### src/rtl/vp_cpu_port.sv
module vp_cpu_port #(
  parameter int IDX_W = 4
) (
  input  logic             clk,
  input  logic             rst_n,
  input  logic             cs_n,
  input  logic             rw,
  input  logic [2:0]       reg_sel,
  input  logic [7:0]       cpu_wdata,
  output logic [7:0]       cpu_rdata,
  input  logic             frame_end,
  input  logic [7:0]       vram_rdata,
  output logic [14:0]      vram_addr,
  output logic             vram_we,
  output logic [7:0]       vram_wdata,
  output logic [7:0]       ctrl_q,
  output logic [7:0]       mask_q,
  output logic [14:0]      tmp_addr,
  output logic [2:0]       fine_x,
  output logic             odd_frame,
  output logic             nmi_n,
  input  logic [IDX_W-1:0] pix_idx,
  input  logic [IDX_W-1:0] ext_in,
  output logic [IDX_W-1:0] ext_out,
  output logic             ext_oe,
  output logic [IDX_W-1:0] bg_idx
);

  localparam logic [2:0] SEL_CTRL = 3'd0;
  localparam logic [2:0] SEL_MASK = 3'd1;
  localparam logic [2:0] SEL_STAT = 3'd2;
  localparam logic [2:0] SEL_SCRL = 3'd5;
  localparam logic [2:0] SEL_ADDR = 3'd6;
  localparam logic [2:0] SEL_DATA = 3'd7;

  logic [7:0]       ctrl_r, mask_r, buf_r, ctrl_d;
  logic [14:0]      t_r, v_r, t_d, v_d;
  logic [2:0]       fx_r, fx_d;
  logic             wt_r, wt_d, vbl_r, odd_r, hold_r, oe_r;
  logic [IDX_W-1:0] bg_r;

  wire acc     = !cs_n;
  wire wr      = acc && !rw;
  wire rd      = acc && rw;
  wire open_w  = wr && !hold_r;
  wire wr_ctrl = open_w && reg_sel == SEL_CTRL;
  wire wr_mask = open_w && reg_sel == SEL_MASK;
  wire wr_scrl = open_w && reg_sel == SEL_SCRL;
  wire wr_addr = open_w && reg_sel == SEL_ADDR;
  wire wr_data = wr && reg_sel == SEL_DATA;
  wire rd_stat = rd && reg_sel == SEL_STAT;
  wire rd_data = rd && reg_sel == SEL_DATA;

  assign ctrl_d = wr_ctrl ? cpu_wdata : ctrl_r;

  always_comb begin
    t_d  = t_r;
    fx_d = fx_r;
    wt_d = wt_r;
    if (wr_ctrl) t_d[11:10] = cpu_wdata[1:0];
    if (wr_scrl) begin
      if (!wt_r) begin
        t_d[4:0] = cpu_wdata[7:3];
        fx_d     = cpu_wdata[2:0];
      end else begin
        t_d[9:5]   = cpu_wdata[7:3];
        t_d[14:12] = cpu_wdata[2:0];
      end
      wt_d = !wt_r;
    end
    if (wr_addr) begin
      if (!wt_r) begin
        t_d[13:8] = cpu_wdata[5:0];
        t_d[14]   = 1'b0;
      end else begin
        t_d[7:0] = cpu_wdata;
      end
      wt_d = !wt_r;
    end
    if (rd_stat) wt_d = 1'b0;
  end

  always_comb begin
    v_d = v_r;
    if (wr_addr && wt_r)
      v_d = t_d;
    else if (rd_data || wr_data)
      v_d = v_r + (ctrl_r[2] ? 15'd32 : 15'd1);
  end

  always_ff @(posedge clk or negedge rst_n) begin
    if (!rst_n) begin
      ctrl_r <= '0;
      mask_r <= '0;
      t_r    <= '0;
      fx_r   <= '0;
      wt_r   <= 1'b0;
      buf_r  <= '0;
      v_r    <= '0;
      vbl_r  <= 1'b0;
      odd_r  <= 1'b0;
      hold_r <= 1'b1;
      oe_r   <= 1'b0;
      bg_r   <= '0;
    end else begin
      ctrl_r <= ctrl_d;
      if (wr_mask) mask_r <= cpu_wdata;
      t_r  <= t_d;
      fx_r <= fx_d;
      wt_r <= wt_d;
      v_r  <= v_d;
      if (rd_data && !hold_r) buf_r <= vram_rdata;
      if (frame_end)    vbl_r <= 1'b1;
      else if (rd_stat) vbl_r <= 1'b0;
      if (frame_end) begin
        odd_r  <= !odd_r;
        hold_r <= 1'b0;
      end
      oe_r <= ctrl_d[6];
      bg_r <= oe_r ? '0 : ext_in;
    end
  end

  always_comb begin
    cpu_rdata = 8'h00;
    if (rd_stat)      cpu_rdata = {vbl_r, 7'b0};
    else if (rd_data) cpu_rdata = buf_r;
  end

  assign vram_we    = wr_data;
  assign vram_wdata = cpu_wdata;
  assign vram_addr  = v_r;
  assign ctrl_q     = ctrl_r;
  assign mask_q     = mask_r;
  assign tmp_addr   = t_r;
  assign fine_x     = fx_r;
  assign odd_frame  = odd_r;
  assign nmi_n      = !(vbl_r && ctrl_r[7]);
  assign ext_oe     = oe_r;
  assign ext_out    = oe_r ? pix_idx : '0;
  assign bg_idx     = bg_r;

  AST_HOLD_ZERO: assert property (@(posedge clk) disable iff (!rst_n)
    hold_r |-> (ctrl_r == 0 && mask_r == 0 && t_r == 0 && fx_r == 0 && !wt_r && buf_r == 0));
  AST_HOLD_END: assert property (@(posedge clk) disable iff (!rst_n)
    frame_end |=> !hold_r);
  AST_VBL_SET: assert property (@(posedge clk) disable iff (!rst_n)
    frame_end |=> vbl_r);
  AST_STAT_CLEAR: assert property (@(posedge clk) disable iff (!rst_n)
    (rd_stat && !frame_end) |=> (!vbl_r && !wt_r));
  AST_DATA_STEP: assert property (@(posedge clk) disable iff (!rst_n)
    (!cs_n && reg_sel == SEL_DATA) |=>
      (v_r == $past(v_r) + ($past(ctrl_r[2]) ? 15'd32 : 15'd1)));
  AST_NMI_CAUSE: assert property (@(posedge clk) disable iff (!rst_n)
    !nmi_n |-> vbl_r);
  AST_PORT_DIR: assert property (@(posedge clk) disable iff (!rst_n)
    !ctrl_r[6] |-> !oe_r);
  AST_ODD_FLIP: assert property (@(posedge clk) disable iff (!rst_n)
    frame_end |=> odd_r != $past(odd_r));

endmodule

### config.mk
export PLATFORM = sky130hd
export DESIGN_NAME = vp_cpu_port
export DESIGN_NICKNAME = d
export VERILOG_FILES = /design/src/rtl/vp_cpu_port.sv
export SDC_FILE = /design/constraint.sdc
export NUM_CORES = 1
export LEC_CHECK = 0
export ABC_AREA = 0
export BUFFER_PORTS_ARGS = -buffer_cell sky130_fd_sc_hd__buf_2
export CORE_ASPECT_RATIO = 1.2
export CORE_MARGIN = 8
export CORE_UTILIZATION = 35
export CTS_BUF_LIST = sky130_fd_sc_hd__clkbuf_4
export CTS_CLUSTER_DIAMETER = 50
export DETAILED_ROUTE_END_ITERATION = 6
export GPL_TIMING_DRIVEN = 0
export PLACE_DENSITY = 0.56
export SYNTH_ARGS = -nofsm -noshare
export SYNTH_HDL_FRONTEND = slang
export SYNTH_SLANG_ARGS = --single-unit
### constraint.sdc
create_clock -name clk -period 2.7 [get_ports clk]
set_clock_uncertainty 0.1 [all_clocks]
set_input_delay 0.405 -clock clk [delete_from_list [all_inputs] [get_ports clk]]
set_output_delay 0.405 -clock clk [all_outputs]
set_load 0.005 [all_outputs]
==> results by group, run 1 <==
Layout
  • Layout cell share with drive strength beyond 1: 0.445
  • Most frequent cells in the layout: 110 x buf_2, 64 x dfrtp_1, 29 x mux2_2, 24 x nand2_1, 20 x nor2_1
  • Fillers: 887
  • Nets@finish: 430
  • P&R area growth vs syn: 27.3%
  • Non-Filler Instances: 521
  • Most common cell after layout, fill and taps aside: buf_2

Setup path
  • Worst R2R Setup Slack: 350 ps
  • CP delay by family, top: compound AO/OA/AOI/OAI gates
  • Critical Path Fanout Max: 4
  • Crit path kind: reg -> reg
  • Worst Reg2Reg Path Length in Cells: 8
  • FF-to-FF End: vram_addr[14]
  • Cells along the critical path: inv_1, ha_1, ha_1, and3_1, a31oi_1, nor4_2, xor2_1, mux2_2
  • CP arrival: 2550 ps
  • CP max-delay cell: a31oi_1
  • Startpoint types: flip-flop
  • Reg2reg start: ctrl_q[2]
  • CP endpoint kind: flip-flop
  • Buf/Inv on CP: 1
  • Top cell by count, worst path: ha_1
  • Critical Path RT: 2900 ps
  • Critical path's largest stage delay: 530 ps

Floorplan
  • Die H: 120 um
  • Initial Util: 0.352
  • Die area: 12200 sq um
  • I/O Pins: 109
  • Row cnt: 38
  • Core ar.: 8890 sq um
  • Die X: 102 um

STA
  • Final setup vio count: 0
  • Setup TNS: 0 ps
  • Final hold violation count: 0
  • Slew margin rel.: 0.443
  • Tmin final: 2350 ps
  • Worst slew pin tran: 835 ps
  • Unrepaired setup endpoints after global routing: no
  • Max Clock Freq: 425 MHz
  • Final slew viol count: 0
  • Part of the cycle the worst path needs: 0.872

Clock tree
  • Clock-pin slew on the worst setup and hold paths: 120 ps
  • Cts hold-fix bufs: 1
  • CTS tree: built
  • Clock Sinks: 65
  • Clock buffer depth: 2
  • Inserted Clock Buffers: 9
  • Cts repair resizes: 0
  • Clock Latency Late Sink: 410 ps
  • Setup bufs post-CTS: 0
  • Number of H-tree levels: 3
  • Root buf cell: clkbuf_4

Logic synthesis
  • Main synth FF type: dfrtp_1
  • Mapped Cells: 276
  • Seq/Total Area, Yosys: 0.520
  • Post-Synthesis Net Count: 311
  • Fraction of registers with async set/reset: 1.00
  • Syn Area/Cell: 11.3 sq um
  • Area share of fa/ha/maj cells after synthesis: 0.0120
  • Number of flops mapped to enable cells by yosys: 0
  • Post-synthesis mux area share: 0.141
  • Synth Area in XOR/XNOR: 0.0252
  • Compound-Gate Fraction of Synth Area: 0.0808
  • Yosys cell types: 53
  • Post-Synth Simple-Gate Area: 0.178
  • Combinational family with the most area after synthesis: simple AND/OR/NAND/NOR gates
  • Synth Warn #: 0
  • Synth Register Bits: 65
  • Mapped cell area: 3130 sq um

Worst hold path
  • Min-Delay Endpoint: hold_r
  • Hold_sp: frame_end
  • Hold crit path type: in -> reg
  • Hold Path Cell Cnt: 2

Route
  • Max layer used: met4
  • Routed WL: 8880 um
  • DRC Markers: 0
  • DR WL/cell: 17.0 um
  • Met1 wire length: 3820 um
  • Drt pass-1 iters: 4
  • Antenna Violating Nets Remaining: 0
  • Vias per std cell: 4.91
  • Vias: 2557
  • Number of DRC markers in iteration 0: 108
  • Length of routed met3 wiring: 556 um
  • Met2 Wirelength: 4340 um

Power
  • Comb pwr share: 0.280
  • Clock power share: 0.242
  • Pwr Density: 766 nW/um^2
  • Switching pwr: 0.986 mW
  • Post-layout power: 3.05 mW
  • Maximum resistive drop on vdd: 0.264 mV
  • Sequential Power Share: 0.479
  • Pleak: 1.96 nW
  • Switching Fraction: 0.323
  • Pint: 2.07 mW

Global route
  • Initial antenna violation count: 1
  • First-pass GRT wire length: 14200 um
  • Vias in the first global route: 2597
  • Pin count of the biggest net entering global routing: 66
  • Grt total ovfl: 0
  • Gr usage total: 0.150

Placed design
  • Placed cell count: 503
  • Routability cong.: 0.834
  • DP HPWL: 6570 um
  • PortBufs: 107

Job
  • Max cap viols: 0

Status
  • Status: completed
-- power by group through the flow --
stage	Clock [mW]	Sequential, mW	Combinational [mW]
6_report	0.737	1.46	0.854
5_1_grt	0.817	1.51	0.952
4_1_cts	0.757	1.46	0.878
3_5_place_dp	0	1.48	0.872
3_3_place_gp	0	1.47	0.859
2_1_floorplan	0	1.47	0.409
-- registers in the layout (all words and copies together) (netlist names) --
signal / cells
wt_r: 1
vram_addr: 15
tmp_addr: 15
buf_r: 8
odd_frame: 1
fine_x: 3
ext_oe: 1
bg_idx: 4
mask_q: 8
ctrl_q: 7
hold_r: 1
vbl_r: 1
-- Yosys cell counts (2+ instances only) --
master / instances / area [sq um]
xnor2_1: 4 / 35.0
nand2_1: 24 / 90.1
mux2i_1: 10 / 100
nand3_1: 11 / 55.1
buf_2: 4 / 20.0
a21oi_1: 10 / 50.1
o211ai_1: 2 / 15.0
nor2_1: 20 / 75.1
dfrtp_1: 64 / 1600
a31oi_1: 3 / 18.8
nor2b_1: 5 / 31.3
o21ai_1: 2 / 10.0
o21ai_0: 9 / 45.0
ha_1: 3 / 37.5
mux2_2: 29 / 327
a211oi_1: 2 / 15.0
and4_1: 2 / 17.5
and3_1: 3 / 18.8
inv_1: 4 / 15.0
buf_4: 10 / 75.1
and2_1: 11 / 68.8
a22oi_1: 4 / 30.0
nand4_1: 2 / 12.5
clkbuf_1: 3 / 11.3
xor2_1: 5 / 43.8
nor3_2: 3 / 30.0
-- how the worst max path moves through the flow --
stage	end	start	depth (start not counted)	slack, ps
finish	vram_addr[14]	ctrl_q[2]	8	350
global route	vram_addr[6]	ctrl_q[2]	8	240
CTS	vram_addr[14]	ctrl_q[2]	8	350
detailed placement	vram_addr[14]	ctrl_q[2]	8	380
global placement	vram_addr[14]	ctrl_q[2]	8	380
floorplan	vram_addr[14]	ctrl_q[2]	8	650
-- logic make-up after synthesis --
logic type | after synthesis
XOR/XNOR | 9
multiplexers | 40
buffers and inverters | 22
adder cells (fa/ha/maj) | 3
AO/OA/AOI/OAI | 40
AND/OR/NAND/NOR | 97
flip-flops | 65
-- cell type report --
type                            count  area [sq um]  area share
Antenna cell                        1          2.50    0.000628
Buffer                             18           118      0.0295
Clock buffer                        9          67.6      0.0170
Clock inverter                      7          85.1      0.0214
Inverter                            4          15.0     0.00377
Multi-Input combinational cell    189          1370       0.344
Sequential cell                    65          1630       0.409
Tap cell                          120           150      0.0377
Timing Repair Buffer              108           548       0.138
-- metal layers --
| layer | track usage | up-vias |
|---|---|---|
| met5 | 0 | - |
| met1 | 0.188 | 1235 |
| met4 | 0.0764 | 0 |
| li1 | - | 1217 |
| met2 | 0.239 | 94 |
| met3 | 0.0301 | 11 |
-- metrics by stage --
| step | hold WS, ps | util | setup WS [ps] | instance area, sq um |
|---|---|---|---|---|
| 6_report | 61.1 | 0.448 | 346 | 3980 |
| 5_1_grt | 28.8 | 0.448 | 241 | 3980 |
| 4_1_cts | 18.9 | 0.448 | 351 | 3980 |
| 3_5_place_dp | 361 | 0.429 | 376 | 3820 |
| 3_3_place_gp | 352 | 0.429 | 376 | 3810 |
| 2_1_floorplan | 9.41 | - | 655 | 3130 |
Power figures use the tool's default switching activity.
==> run 2: changes to the inputs <==
Settings changed: REMOVE_ABC_BUFFERS set to 1.
==> results by group, run 2 (same netlist as run 1, synthesis figures left out) <==
Layout
  • Most frequent cells in the layout: 107 x buf_2, 64 x dfrtp_1, 29 x mux2_2, 24 x nand2_1, 20 x nor2_1
  • P&R area growth vs syn: 22.3%
  • Design Area, Final: 3830 sq um (-3.9%)
  • Most common cell after layout, fill and taps aside: buf_2
  • Non-Filler Instances: 504 (-3.3%)
  • Layout cell share with drive strength beyond 1: 0.433 (-0.0116)
  • Nets@finish: 413 (-4.0%)

Global route
  • Initial antenna violation count: 1 (unchanged)
  • Grt total ovfl: 0 (unchanged)
  • Gr usage total: 0.145 (-0.00549)
  • First-pass GRT wire length: 13600 um (-4.6%)
  • Pin count of the biggest net entering global routing: 66 (unchanged)
  • Vias in the first global route: 2588 (-0.35%)

Clock tree
  • Clock buffer depth: 2 (unchanged)
  • Clock Latency Late Sink: 410 ps (about the same)
  • Root buf cell: clkbuf_4
  • Clock-pin slew on the worst setup and hold paths: 110 ps (about the same)
  • Clock Sinks: 65 (unchanged)
  • CTS tree: built
  • Number of H-tree levels: 3 (unchanged)
  • Inserted Clock Buffers: 9 (unchanged)
  • Cts repair resizes: 0 (unchanged)

Setup path
  • Critical Path Fanout Max: 4 (unchanged)
  • Startpoint types: flip-flop
  • Buf/Inv on CP: 1 (unchanged)
  • CP endpoint kind: flip-flop
  • Top cell by count, worst path: ha_1
  • CP delay by family, top: compound AO/OA/AOI/OAI gates
  • Reg2reg start: ctrl_q[2]
  • Crit path kind: reg -> reg
  • Critical path's largest stage delay: 500 ps (-30 ps)
  • Cells along the critical path: inv_1, ha_1, ha_1, and3_1, a31oi_1, nor4_2, xor2_1, mux2_2
  • CP max-delay cell: a31oi_1
  • Critical Path RT: 2880 ps (-20 ps)
  • Beginning of the critical path: ctrl_q[2]
  • CP arrival: 2530 ps (-20 ps)

Power
  • Pleak: 1.87 nW (-4.7%)
  • Comb pwr share: 0.289 (+0.009)
  • Post-layout power: 2.84 mW (-7.1%)
  • Maximum resistive drop on vdd: 0.199 mV (-25%)
  • Pint: 1.88 mW (-9.1%)
  • Sequential Power Share: 0.519 (+0.040)
  • Clock power share: 0.192 (-0.050)
  • Switching pwr: 0.959 mW (-2.8%)
  • Switching Fraction: 0.338 (+0.0149)
  • Pwr Density: 741 nW/um^2 (-3.3%)

Floorplan
  • Die X: 102 um (unchanged)
  • Die H: 120 um (unchanged)
  • I/O Pins: 109 (unchanged)
  • Die area: 12200 sq um (unchanged)
  • Core ar.: 8890 sq um (unchanged)
  • Row cnt: 38 (unchanged)
  • Initial Util: 0.352 (unchanged)

STA
  • Hold WS: 53.3 ps (-7.83 ps)
  • Final hold violation count: 0 (unchanged)
  • Tmin final: 2350 ps (-8.31 ps)
  • Worst slew pin tran: 833 ps (-2.07 ps)
  • Max Clock Freq: 426 MHz (+0.35%)
  • Unrepaired setup endpoints after global routing: no
  • Final slew viol count: 0 (unchanged)
  • Part of the cycle the worst path needs: 0.869 (-0.00308)
  • Setup TNS: 0 ps (unchanged)
  • Final setup vio count: 0 (unchanged)
  • Slew margin rel.: 0.445 (+0.00138)

Placed design
  • PortBufs: 108 (+0.93%)
  • Routability cong.: 0.778 (-6.7%)
  • Post-DP Area: 3700 sq um (-2.9%)
  • DP HPWL: 6360 um (-3.2%)
  • Placed cell count: 486 (-3.4%)

Route
  • Routed WL: 8510 um (-4.1%)
  • Drt pass-1 iters: 4 (unchanged)
  • DRC Markers: 0 (unchanged)
  • Vias: 2487 (-2.7%)
  • Vias per std cell: 4.93 (+0.54%)
  • Antenna Violating Nets Remaining: 0 (unchanged)
  • Number of DRC markers in iteration 0: 105 (-2.8%)
  • DR WL/cell: 16.9 um (-0.87%)

Job
  • Max cap viols: 0 (unchanged)

Worst hold path
  • Hold_sp: frame_end
  • Hold crit path type: in -> reg

Status
  • Status: completed
run 2: path summary, 6_finish.rpt:
| kind | to | slack (ps) | cells after the start |
|---|---|---|---|
| worst max-delay path | vram_addr[14] | 350 | 8 |
| worst min-delay path | hold_r | 50 | 2 |
| worst max register to register | vram_addr[14] | 350 | 8 |
| worst min register to register | tmp_addr[5] | 370 | 2 |
| max in group asynchronous | vram_addr[14] | 1420 | 2 |
| min in group asynchronous | vram_addr[5] | 520 | 2 |
run 2: per-layer routing:
metal | GRT usage | part of all wire
met2 | 0.235 | 0.49
met3 | 0.0307 | 0.064
met5 | 0 | 0
met4 | 0.0773 | 0.021
met1 | 0.174 | 0.43
run 2: what timing repair did:
item,4_1_cts,5_1_grt
buffers inserted,0,0
endpoints found under the hold margin,3,0
hold buffers,1,0
run 2: layout make-up:
type                            count  area [sq um]
Multi-Input combinational cell    189          1370
Fill cell                         932          5060
Clock buffer                       10          75.1
Timing Repair Buffer              109           553
Clock inverter                      6          35.0
Tap cell                          120           150
Sequential cell                    65          1630
Antenna cell                        1          2.50
Inverter                            4          15.0
run 2: metrics by stage:
stage / utilization / worst slack, ps
2_1_floorplan: - / 655
3_3_place_gp: 0.416 / 378
3_5_place_dp: 0.417 / 346
4_1_cts: 0.430 / 349
5_1_grt: 0.430 / 224
6_report: 0.430 / 354
run 2: power groups by stage:
stage                     Combinational [mW]  Clock [mW]  Sequential, mW
after floorplan                        0.381           0            1.48
after global placement                 0.822           0            1.48
after detailed placement               0.842           0            1.49
after CTS                              0.846       0.578            1.47
after global routing                   0.929       0.611            1.51
final                                  0.820       0.545            1.47
